$ cat src/rtl/h2i_pkg.sv
package h2i_pkg;
  localparam int HALF_W   = 16;
  localparam int EXP_W    = 5;
  localparam int FRAC_W   = 10;
  localparam int OP_W     = 7;
  localparam int EXP_BIAS = (1 << (EXP_W - 1)) - 1;
  // fixed-point image: significand shifted by (effective exponent - 1)
  localparam int SIG_W    = FRAC_W + 1;
  localparam int MAX_SH   = (1 << EXP_W) - 3;
  localparam int FIX_W    = SIG_W + MAX_SH;
  localparam int PT_POS   = EXP_BIAS + FRAC_W - 1;

  typedef enum logic [2:0] {
    RND_NEAR_EVEN,
    RND_DOWN,
    RND_NEAR_AWAY,
    RND_UP,
    RND_ZERO
  } rnd_mode_e;

  typedef struct packed {
    logic [HALF_W-1:0] value;
    logic              invalid;
    logic              inexact;
  } lane_res_t;
endpackage

$ cat src/rtl/h2i_op_decode.sv
module h2i_op_decode
  import h2i_pkg::*;
(
  input  logic [OP_W-1:0] op_i,
  output rnd_mode_e       mode_o,
  output logic            unsigned_o,
  output logic            illegal_o
);
  always_comb begin
    unsigned_o = op_i[OP_W-1];
    illegal_o  = 1'b0;
    mode_o     = RND_ZERO;
    unique case (op_i[OP_W-2:0])
      6'h1a:   mode_o = RND_NEAR_EVEN;
      6'h1b:   mode_o = RND_DOWN;
      6'h1c:   mode_o = RND_NEAR_AWAY;
      6'h3a:   mode_o = RND_UP;
      6'h3b:   mode_o = RND_ZERO;
      default: illegal_o = 1'b1;
    endcase
  end
endmodule

$ cat src/rtl/h2i_lane.sv
module h2i_lane
  import h2i_pkg::*;
(
  input  logic [HALF_W-1:0] half_i,
  input  rnd_mode_e         mode_i,
  input  logic              unsigned_i,
  output lane_res_t         res_o
);
  localparam int INT_W = FIX_W - PT_POS;
  localparam logic [INT_W:0] S_POS_LIM = (INT_W+1)'((1 << (HALF_W - 1)) - 1);
  localparam logic [INT_W:0] S_NEG_LIM = (INT_W+1)'(1 << (HALF_W - 1));

  logic              sign;
  logic [EXP_W-1:0]  expo;
  logic [FRAC_W-1:0] frac;
  logic              special;
  logic              is_nan;
  logic [SIG_W-1:0]  sig;
  logic [EXP_W-1:0]  shamt;
  logic [FIX_W-1:0]  fix;
  logic [INT_W-1:0]  int_part;
  logic              rnd_bit;
  logic              stk_bit;
  logic              inc;
  logic [INT_W:0]    mag;

  assign sign     = half_i[HALF_W-1];
  assign expo     = half_i[HALF_W-2:FRAC_W];
  assign frac     = half_i[FRAC_W-1:0];
  assign special  = &expo;
  assign is_nan   = special && (|frac);
  assign sig      = {|expo, frac};
  assign shamt    = (expo == '0) ? '0 : expo - 1'b1;
  assign fix      = FIX_W'(sig) << shamt;
  assign int_part = fix[FIX_W-1:PT_POS];
  assign rnd_bit  = fix[PT_POS-1];
  assign stk_bit  = |fix[PT_POS-2:0];

  always_comb begin
    unique case (mode_i)
      RND_NEAR_EVEN: inc = rnd_bit && (stk_bit || int_part[0]);
      RND_NEAR_AWAY: inc = rnd_bit;
      RND_UP:        inc = !sign && (rnd_bit || stk_bit);
      RND_DOWN:      inc = sign && (rnd_bit || stk_bit);
      default:       inc = 1'b0;
    endcase
  end

  assign mag = {1'b0, int_part} + (INT_W+1)'(inc);

  always_comb begin
    res_o.value   = '0;
    res_o.invalid = 1'b0;
    res_o.inexact = 1'b0;
    if (is_nan) begin
      res_o.invalid = 1'b1;
    end else if (unsigned_i) begin
      if (sign) begin
        if (special || mag != '0) res_o.invalid = 1'b1;
        else                      res_o.inexact = rnd_bit || stk_bit;
      end else if (special || mag[INT_W]) begin
        res_o.value   = '1;
        res_o.invalid = 1'b1;
      end else begin
        res_o.value   = mag[HALF_W-1:0];
        res_o.inexact = rnd_bit || stk_bit;
      end
    end else begin
      if (!sign) begin
        if (special || mag > S_POS_LIM) begin
          res_o.value   = S_POS_LIM[HALF_W-1:0];
          res_o.invalid = 1'b1;
        end else begin
          res_o.value   = mag[HALF_W-1:0];
          res_o.inexact = rnd_bit || stk_bit;
        end
      end else begin
        if (special || mag > S_NEG_LIM) begin
          res_o.value   = S_NEG_LIM[HALF_W-1:0];
          res_o.invalid = 1'b1;
        end else begin
          res_o.value   = ~mag[HALF_W-1:0] + 16'd1;
          res_o.inexact = rnd_bit || stk_bit;
        end
      end
    end
  end
endmodule

$ cat src/rtl/h2i_convert_unit.sv
module h2i_convert_unit
  import h2i_pkg::*;
#(
  parameter int LANES = 8
) (
  input  logic                    clk,
  input  logic                    rst,
  input  logic                    in_valid,
  input  logic [OP_W-1:0]         opcode,
  input  logic                    wide,
  input  logic                    scalar,
  input  logic                    flag_clr,
  input  logic [LANES*HALF_W-1:0] src_data,
  output logic                    res_valid,
  output logic [LANES*HALF_W-1:0] res_data,
  output logic                    op_illegal,
  output logic                    flag_invalid,
  output logic                    flag_inexact
);
  localparam int HALF_LANES = LANES / 2;
  localparam int DATA_W     = LANES * HALF_W;

  rnd_mode_e          mode;
  logic               is_uns;
  logic               dec_illegal;
  logic [LANES-1:0]   active;
  logic [LANES-1:0]   inv_vec;
  logic [LANES-1:0]   inx_vec;
  logic [DATA_W-1:0]  next_data;

  h2i_op_decode u_dec (
    .op_i       (opcode),
    .mode_o     (mode),
    .unsigned_o (is_uns),
    .illegal_o  (dec_illegal)
  );

  for (genvar g = 0; g < LANES; g++) begin : g_lane
    localparam bit IN_LOW = (g < HALF_LANES);
    localparam bit IS_L0  = (g == 0);
    lane_res_t lr;
    logic      use_lane;

    h2i_lane u_lane (
      .half_i     (src_data[g*HALF_W +: HALF_W]),
      .mode_i     (mode),
      .unsigned_i (is_uns),
      .res_o      (lr)
    );

    assign active[g]  = scalar ? IS_L0 : (wide || IN_LOW);
    assign use_lane   = active[g] && !dec_illegal;
    assign inv_vec[g] = use_lane && lr.invalid;
    assign inx_vec[g] = use_lane && lr.inexact;
    assign next_data[g*HALF_W +: HALF_W] = use_lane ? lr.value : '0;
  end

  always_ff @(posedge clk) begin
    if (rst) begin
      res_valid    <= 1'b0;
      res_data     <= '0;
      op_illegal   <= 1'b0;
      flag_invalid <= 1'b0;
      flag_inexact <= 1'b0;
    end else begin
      res_valid <= in_valid;
      if (in_valid) begin
        res_data   <= next_data;
        op_illegal <= dec_illegal;
      end
      flag_invalid <= (flag_invalid && !flag_clr) || (in_valid && (|inv_vec));
      flag_inexact <= (flag_inexact && !flag_clr) || (in_valid && (|inx_vec));
    end
  end

  AST_NAN_LANE0_ZERO: assert property (@(posedge clk) disable iff (rst)
    (in_valid && !dec_illegal && (&src_data[14:10]) && (|src_data[9:0]))
      |=> (res_data[HALF_W-1:0] == '0) && flag_invalid);

  AST_ILLEGAL_QUIET: assert property (@(posedge clk) disable iff (rst)
    (in_valid && dec_illegal) |=> (res_data == '0) && op_illegal);

  AST_ILLEGAL_NO_FLAG: assert property (@(posedge clk) disable iff (rst)
    (in_valid && dec_illegal && !flag_clr)
      |=> (flag_invalid == $past(flag_invalid)) && (flag_inexact == $past(flag_inexact)));

  AST_STICKY_INVALID: assert property (@(posedge clk) disable iff (rst)
    (flag_invalid && !flag_clr) |=> flag_invalid);

  AST_CLEAR_EMPTIES: assert property (@(posedge clk) disable iff (rst)
    (flag_clr && !in_valid) |=> (!flag_invalid && !flag_inexact));

  AST_RESULT_HELD: assert property (@(posedge clk) disable iff (rst)
    !in_valid |=> ($stable(res_data) && !res_valid));

  AST_SCALAR_UPPER_ZERO: assert property (@(posedge clk) disable iff (rst)
    (in_valid && scalar) |=> (res_data[DATA_W-1:HALF_W] == '0));

  AST_SIGNED_POS_NONNEG: assert property (@(posedge clk) disable iff (rst)
    (in_valid && !dec_illegal && !opcode[OP_W-1] && !src_data[HALF_W-1])
      |=> !res_data[HALF_W-1]);
endmodule

$ cat config.mk
export PLATFORM = sky130hd
export DESIGN_NAME = h2i_convert_unit
export DESIGN_NICKNAME = d
export VERILOG_FILES = /design/src/rtl/h2i_pkg.sv /design/src/rtl/h2i_op_decode.sv /design/src/rtl/h2i_lane.sv /design/src/rtl/h2i_convert_unit.sv
export SDC_FILE = /design/constraint.sdc
export NUM_CORES = 1
export LEC_CHECK = 0
export ABC_CLOCK_PERIOD_IN_PS = 9000
export BUFFER_PORTS_ARGS = -buffer_cell sky130_fd_sc_hd__buf_4
export CORE_AREA = 2 2 311 313
export DETAILED_ROUTE_END_ITERATION = 12
export DIE_AREA = 0 0 313 315
export PLACE_DENSITY_LB_ADDON = 0.08
export SETUP_SLACK_MARGIN = 0.05
export SLEW_MARGIN = 0
export SYNTH_ARGS = -nofsm -noshare
export SYNTH_HDL_FRONTEND = slang
export SYNTH_SLANG_ARGS = --single-unit
$ cat constraint.sdc
create_clock -name clk -period 9 [get_ports clk]
set_clock_uncertainty 0.1 [all_clocks]
set_input_delay 0.9 -clock clk [delete_from_list [all_inputs] [get_ports clk]]
set_output_delay 0.9 -clock clk [all_outputs]
set_load 0.01 [all_outputs]
# Yosys cells after proc, flatten, opt, wreduce, memory -nomap -nowiden

Index checks and enable logic that the tools add are counted.

Memory bits (writable): 0
Word-level logic and storage cells: 406
Memories: 0
Bits in registers: 132
Input port bits: 141
Latch bits: 0
Bits in read-only memories: 0

Add/subtract/negate cells: 24
Magnitude comparators: 16
Shift operators: 8
Div/mod/pow operators: 0
Mux-type cells: 172
Bitwise operators: 8
Reductions and logical operators: 165
Multiply operators: 0
Eq/ne operators: 8

Operators by type and width:

| cell                    | count |
|---|---|
| $mux W16                | 48 |
| $shl A11 B5 Y40         | 8 |
| $mux W18                | 16 |
| $reduce_or A23 Y1       | 8 |
| $add A16 B1 Y17         | 8 |
| $gt A17 B15 Y1 const B  | 8 |
| $gt A17 B16 Y1 const B  | 8 |
| $reduce_bool A17 Y1     | 8 |
| $add A16 B1 Y16 const B | 8 |
| $not A16 Y16            | 8 |
| $mux W1                 | 83 |
| $reduce_or A10 Y1       | 8 |
| $logic_and A1 B1 Y1     | 54 |
| $logic_or A1 B1 Y1      | 50 |
| $reduce_or A5 Y1        | 9 |
| $logic_not A5 Y1        | 8 |
| $mux W5                 | 8 |
| $reduce_and A5 Y1       | 8 |
| $sub A5 B1 Y5 const B   | 8 |
| $pmux W1 S4             | 8 |
| $eq A6 B5 Y1 const B    | 3 |
| $mux W2                 | 8 |
| $reduce_or A8 Y1        | 2 |
| $eq A6 B6 Y1 const B    | 2 |
| other kinds (5)         | 14 |

# Logic depth before layout (Yosys ltp)

Word-level depth: 18
Mapped depth: 32
Depth with buffers taken out: 27

# By module

A second synthesis with hierarchy kept.

Cells, all modules: 3700
Area total of the unflattened synthesis: 25594.5 um^2

By module, submodules not included:

| module                           | area an instance (um^2) | sequential area each (um^2) | instances | cells an instance |
|---|---|---|---|---|
| h2i_lane at g_lane[0].u_lane ... | 2637.5                  | 0.0                         | 6         | 404 |
| h2i_convert_unit                 | 4709.5                  | 2642.5                      | 1         | 483 |
| h2i_lane at g_lane[7].u_lane     | 2532.4                  | 0.0                         | 1         | 399 |
| h2i_lane at g_lane[2].u_lane     | 2421.1                  | 0.0                         | 1         | 380 |
| h2i_op_decode                    | 106.4                   | 0.0                         | 1         | 14 |

# Worst setup path before layout

OpenSTA, ideal clock, no wires.

Kind: input to register
Start: input port src_data[26]
End: register res_data[30]
Required time: 8.783 ns
Buffers on the path: 2
Stages on the path: 28
Arrival time: 6.810 ns
Path slack: 1.973 ns
Library setup time: 0.117 ns
Cells stage by stage: clkbuf_1 buf_2 inv_1 ha_1 or4b_4 a31o_2 a221oi_1 a21oi_1 o41ai_1 nand4b_1 nor4_1 o21ai_0 nor2_1 nor2_1 o21ai_0 a211oi_1 ha_1 ha_1 inv_1 ha_1 inv_1 o41ai_1 o211ai_1 nand4b_1 nand2b_1 mux2i_1 a211o_1 a32o_1

Cells in the longest elaborated chain, start to end: 15
Elaborated cells between the ends (all ways): 30

RTL lines:

| element                                           | RTL line                                       | source |
|---|---|---|
| start: declaration                                | h2i_convert_unit.sv:13                         | `input logic [LANES*HALF_W-1:0] src_data,` |
| $sub A5 B1 Y5 or $logic_not A5 Y1 (tied branches) | h2i_lane.sv:33                                 | `assign shamt = (expo == '0) ? '0 : expo - 1'b1;` |
| $mux W5                                           | h2i_lane.sv:33                                 |  |
| $shl A11 B5 Y40                                   | h2i_lane.sv:34                                 | `assign fix = FIX_W'(sig) << shamt;` |
| $reduce_or A23 Y1                                 | h2i_lane.sv:37                                 | `assign stk_bit = \|fix[PT_POS-2:0];` |
| $logic_or A1 B1 Y1 (on tied branches)             | h2i_lane.sv:43, h2i_lane.sv:44, h2i_lane.sv:41 |  |
| $logic_and A1 B1 Y1 (on tied branches)            | h2i_lane.sv:44, h2i_lane.sv:41, h2i_lane.sv:43 |  |
| $pmux W1 S4                                       | h2i_lane.sv:40                                 | `unique case (mode_i)` |
| $add A16 B1 Y17                                   | h2i_lane.sv:49                                 | `assign mag = {1'b0, int_part} + (INT_W+1)'(inc);` |
| $not A16 Y16 (tied with other cells)              | h2i_lane.sv:82                                 | `res_o.value = ~mag[HALF_W-1:0] + 16'd1;` |
| $add A16 B1 Y16 (tied with other cells)           | h2i_lane.sv:82                                 |  |
| $mux W16 (on tied branches)                       | h2i_lane.sv:78, h2i_lane.sv:70                 |  |
| $mux W18                                          | h2i_lane.sv:69                                 | `if (!sign) begin` |
| $mux W18                                          | h2i_lane.sv:57                                 | `end else if (unsigned_i) begin` |
| $mux W16 *                                        | h2i_lane.sv:55                                 | `if (is_nan) begin` |
| $mux W16 *                                        | h2i_convert_unit.sv:55                         | `assign next_data[g*HALF_W +: HALF_W] = use_lane ? lr.value : '0;` |
| end signal: assignment                            | h2i_convert_unit.sv:68                         | `res_data <= next_data;` |
| end: declaration                                  | h2i_convert_unit.sv:15                         | `output logic [LANES*HALF_W-1:0] res_data,` |

Mark *: on every way between the ends. The rest lies on a longest branch, timed or not.
A chain may end at the register's enable or synchronous reset.

# Worst setup path after layout

Start: input port src_data[106]
End: register flag_invalid

Cells in the longest elaborated chain, start to end: 18
Elaborated cells between the ends (all ways): 34

RTL lines:

| element                                           | RTL line                                       | source |
|---|---|---|
| $sub A5 B1 Y5 or $logic_not A5 Y1 (tied branches) | h2i_lane.sv:33                                 |  |
| $mux W5                                           | h2i_lane.sv:33                                 |  |
| $shl A11 B5 Y40                                   | h2i_lane.sv:34                                 |  |
| $reduce_or A23 Y1                                 | h2i_lane.sv:37                                 |  |
| $logic_or A1 B1 Y1 (on tied branches)             | h2i_lane.sv:43, h2i_lane.sv:44, h2i_lane.sv:41 |  |
| $logic_and A1 B1 Y1 (on tied branches)            | h2i_lane.sv:44, h2i_lane.sv:41, h2i_lane.sv:43 |  |
| $pmux W1 S4                                       | h2i_lane.sv:40                                 |  |
| $add A16 B1 Y17                                   | h2i_lane.sv:49                                 |  |
| [... 2 more ...]                                  | -                                              |  |
| $mux W1 (on tied branches)                        | h2i_lane.sv:70, h2i_lane.sv:59, h2i_lane.sv:78 |  |
| $mux W18 or $mux W2 (tied branches)               | h2i_lane.sv:69, h2i_lane.sv:58                 |  |
| $mux W18                                          | h2i_lane.sv:57                                 |  |
| $mux W1 *                                         | h2i_lane.sv:55                                 |  |
| $logic_and A1 B1 Y1 *                             | h2i_convert_unit.sv:53                         | `assign inv_vec[g] = use_lane && lr.invalid;` |
| $reduce_or A8 Y1 *                                | h2i_convert_unit.sv:71                         | `flag_invalid <= (flag_invalid && !flag_clr) \|\| (in_valid && (\|inv_vec));` |
| $logic_and A1 B1 Y1 *                             | h2i_convert_unit.sv:71                         |  |
| $logic_or A1 B1 Y1 *                              | h2i_convert_unit.sv:71                         |  |
| end signal: assignment                            | h2i_convert_unit.sv:71                         |  |
| end: declaration                                  | h2i_convert_unit.sv:17                         | `output logic flag_invalid,` |

Marked as above.

==> results_dict.tcl <==
set metrics [dict create \
    area_growth_synth_to_finish_pct 15.65 \
    sum_of_negative_setup_slack_ns 0 \
    drt_pass1_iterations 5 \
    critPathArrivalTime_ns 8.26 \
    synth.net_count 3698 \
    dieHeight_um 315 \
    post_synth_inst_count 3509 \
    worstSetupStartpointType "input pin" \
    cts-resized-gates 0 \
    power.switching_fraction 0.4675 \
    synth.most_common_cell "sky130_fd_sc_hd__nand2_1" \
    grt_pass1_wl_um 169000 \
    global_route_total_usage_across_every_layer 0.2183 \
    drt.antenna.violating_nets 0 \
    p_leak_uw 0.01015 \
    synth_cell_type_count 138 \
    mappedNetlistArea_mm2 0.02368 \
    synth.area.top_cells "sky130_fd_sc_hd__dfxtp_1 (11%), sky130_fd_sc_hd__a21oi_1 (6.1%), sky130_fd_sc_hd__nand2_1 (6.0%)" \
    power.combinational.fraction 0.543 \
    timing_worst_slew_pin_value_ns 1.232 \
    met3RoutedLength_um 5704 \
    slew_headroom 0.1703 \
    path_class "in2reg" \
    top_signal_layer_used "met5" \
    ys_ff_latch 132 \
    cts.sinks 132 \
    fmaxAchievable_mhz 124.9 \
    design.core.area_mm2 0.09571 \
    io-pin-count 273 \
    postSynthAreaPerCell_um2 6.749 \
    dp.final_hpwl_um 86780 \
    synth_seq_area_share 0.1116 \
    final_net_count 3823 \
    start_util 0.2474 \
    detail_route.vias_per_cell 5.718 \
    critPathRequiredTime_ns 9.25 \
    cts-hold-fix-buffers 0 \
    drcViolationCount 0 \
    power.clock.fraction 0.257 \
    post_cts.repair.setup_buffers 0 \
    place_worst_setup_slack_ns 0.4668 \
    h-tree-depth 4 \
    drtIter0Drc 2259 \
    slew_viol_final 0 \
    grt_overflow_total 0 \
    warning_count_from_the_yosys_run 0 \
    die_area_mm2 0.09860 \
    met1_length_um 54030 \
    design_area_mm2 0.02739 \
    clk_root_buffer_cell "sky130_fd_sc_hd__clkbuf_16" \
    total_power_after_layout_uw 2958 \
    final_critical_path_setup_slack_ns 0.9926 \
    final_layout_size_suffix_gt1_frac 0.1574 \
    power_frac_seq 0.200 \
    hold_violations 0 \
    wl_per_cell_um 22.66 \
    internal_power_uw 1575 \
    gpl.final_weighted_congestion 0.8642 \
    ctsLongestPathBuffers 2 \
    timing.hold.ws_ns 0.3474 \
    die-width_um 313 \
    max-cap-violations 0 \
    antenna_violations_before_repair 4 \
    first_global_vias 26490 \
    core.rowCount 114 \
    rsz0062_at_grt "false" \
    max-vdd-ir-drop_mv 0.1591 \
    final.period_utilization 0.8897 \
    number_of_fillers_in_the_final_layout 10780 \
    critPathCaptureType "flip-flop" \
    tritoncts_clock_tree "built" \
    clk-insertion-delay-late_ns 0.50 \
    postSynth.asyncResetShare 0 \
    worst_hold_path_type "reg2reg" \
    synth-edff-count 0 \
    port_buffers 272 \
    detailed_place.area_mm2 0.02680 \
    finalSetupViolations 0 \
    postRouteWirelength_um 111600 \
    synth.cells.most_frequent "sky130_fd_sc_hd__nand2_1 (376), sky130_fd_sc_hd__nor2_1 (346), sky130_fd_sc_hd__a21oi_1 (287)" \
    detailroute.wirelength.met2_um 48920 \
    status "finished, final reports clean" \
    power.density_cell_area_mw_per_mm2 108.0 \
    post-synth-top-area-fraction 0.1116 \
    synth_top_flop_cell "sky130_fd_sc_hd__dfxtp_1" \
    cts.clk_slew.worst_paths_ns 0.07 \
    routed-via-count 28150 \
    power_switching_uw 1383 \
    synth_top_cell_by_area "sky130_fd_sc_hd__dfxtp_1" \
    timing.final.crit_period_ns 8.007 \
    cts-buffers-inserted 17 \
    grt_start_max_net_pins 50 \
    crit_fanout 27 \
]
power groups by stage:
stage	sequential [uW]	combinational (uW)	clock (uW)
after floorplan	604	1120	0
after global placement	604	1610	0
after detailed placement	604	1580	0
after CTS	590	1590	794
after global routing	591	1770	806
final	590	1610	760
kinds of logic (layout without fill, tap and decap cells):
logic type,count (synthesis),in the layout,synth area share
and+or+nand+nor,1524,1524,0.3413
AOI/OAI and AO/OA,1276,1276,0.3773
buffers and inverters,317,454,0.05811
DFF,132,132,0.1116
xor gates and xnor gates,121,121,0.04602
muxes,91,91,0.04031
adders and majority gates,48,48,0.02536
other,0,2,0
state kept, by name (all words and copies together), names as in the netlist:
signal,flops
flag_inexact,1
flag_invalid,1
op_illegal,1
res_data,128
res_valid,1
through the flow:
stage	util	std cells
after detailed placement	0.2800	4891
final	0.2862	4924
after floorplan	-	3509
after global routing	0.2862	4923
after global placement	0.2800	4891
after CTS	0.2861	4922
routing by layer:
metal,global-route usage,vias up
met3,0.03302,131
met4,0.06851,2
met1,0.3113,13520
met5,0,-
li1,-,13690
met2,0.3352,803
placed cells by master (no fill, tap or decap), drive strengths merged, types with 44 or more instances in the layout:
cell / netlist / layout
nand2: 379 / 379
nor2: 351 / 351
buf: 91 / 340
a21oi: 294 / 294
o21ai: 255 / 255
nor3: 141 / 141
dfxtp: 132 / 132
nand3: 128 / 128
inv: 78 / 82
xnor2: 70 / 70
a211oi: 67 / 67
mux2i: 65 / 65
a31oi: 64 / 64
nand2b: 61 / 61
nor4: 57 / 57
and3: 56 / 56
and2: 56 / 56
xor2: 51 / 51
o22ai: 49 / 49
ha: 48 / 48
nor2b: 46 / 46
o211ai: 45 / 45
nand4: 44 / 44
critical path, cell delays in order:
cell                        delay (ns)
sky130_fd_sc_hd__buf_4            0.25
sky130_fd_sc_hd__clkinv_1         0.31
sky130_fd_sc_hd__ha_1             0.40
sky130_fd_sc_hd__nor4b_2          0.22
sky130_fd_sc_hd__buf_4            0.18
sky130_fd_sc_hd__a2111oi_0        0.88
sky130_fd_sc_hd__o32ai_2          0.20
sky130_fd_sc_hd__buf_4            0.21
sky130_fd_sc_hd__o22ai_1          0.51
sky130_fd_sc_hd__o311a_1          0.28
sky130_fd_sc_hd__nand3_1          0.07
sky130_fd_sc_hd__o21a_1           0.20
sky130_fd_sc_hd__nor3_1           0.17
sky130_fd_sc_hd__nor2_1           0.05
sky130_fd_sc_hd__o21ai_0          0.16
sky130_fd_sc_hd__a21oi_1          0.09
sky130_fd_sc_hd__ha_1             0.23
sky130_fd_sc_hd__ha_1             0.23
sky130_fd_sc_hd__o211ai_2         0.14
sky130_fd_sc_hd__xnor2_1          0.22
sky130_fd_sc_hd__nor3_1           0.44
sky130_fd_sc_hd__nand4b_1         0.35
sky130_fd_sc_hd__nor4b_4          0.45
sky130_fd_sc_hd__a41o_1           0.26
sky130_fd_sc_hd__nand3_1          0.15
sky130_fd_sc_hd__o31ai_1          0.52
sky130_fd_sc_hd__o211ai_1         0.15
path summary, 6_finish.rpt:
check | end | slack [ns] | depth (start not counted) | start
setup / recovery | flag_invalid | 0.99 | 27 | src_data[106]
hold / removal | res_data[118] | 0.35 | 2 | res_data[118]
setup reg to reg | flag_invalid | 7.29 | 5 | flag_invalid
hold reg to reg | res_data[118] | 0.35 | 2 | res_data[118]
cell type report:
class                   instances  area [um2]  area share
flip-flops and latches        132        2643     0.09648
clock buffers                  18       439.2     0.01603
inverters                      83       311.5     0.01137
multi-input cells            3060       19690      0.7190
repair buffers                340        2552     0.09319
clock inverters                13       148.9    0.005436
well taps                    1276        1597     0.05829
diodes                          2       5.005   0.0001827
(Power assumes the default switching activity.)
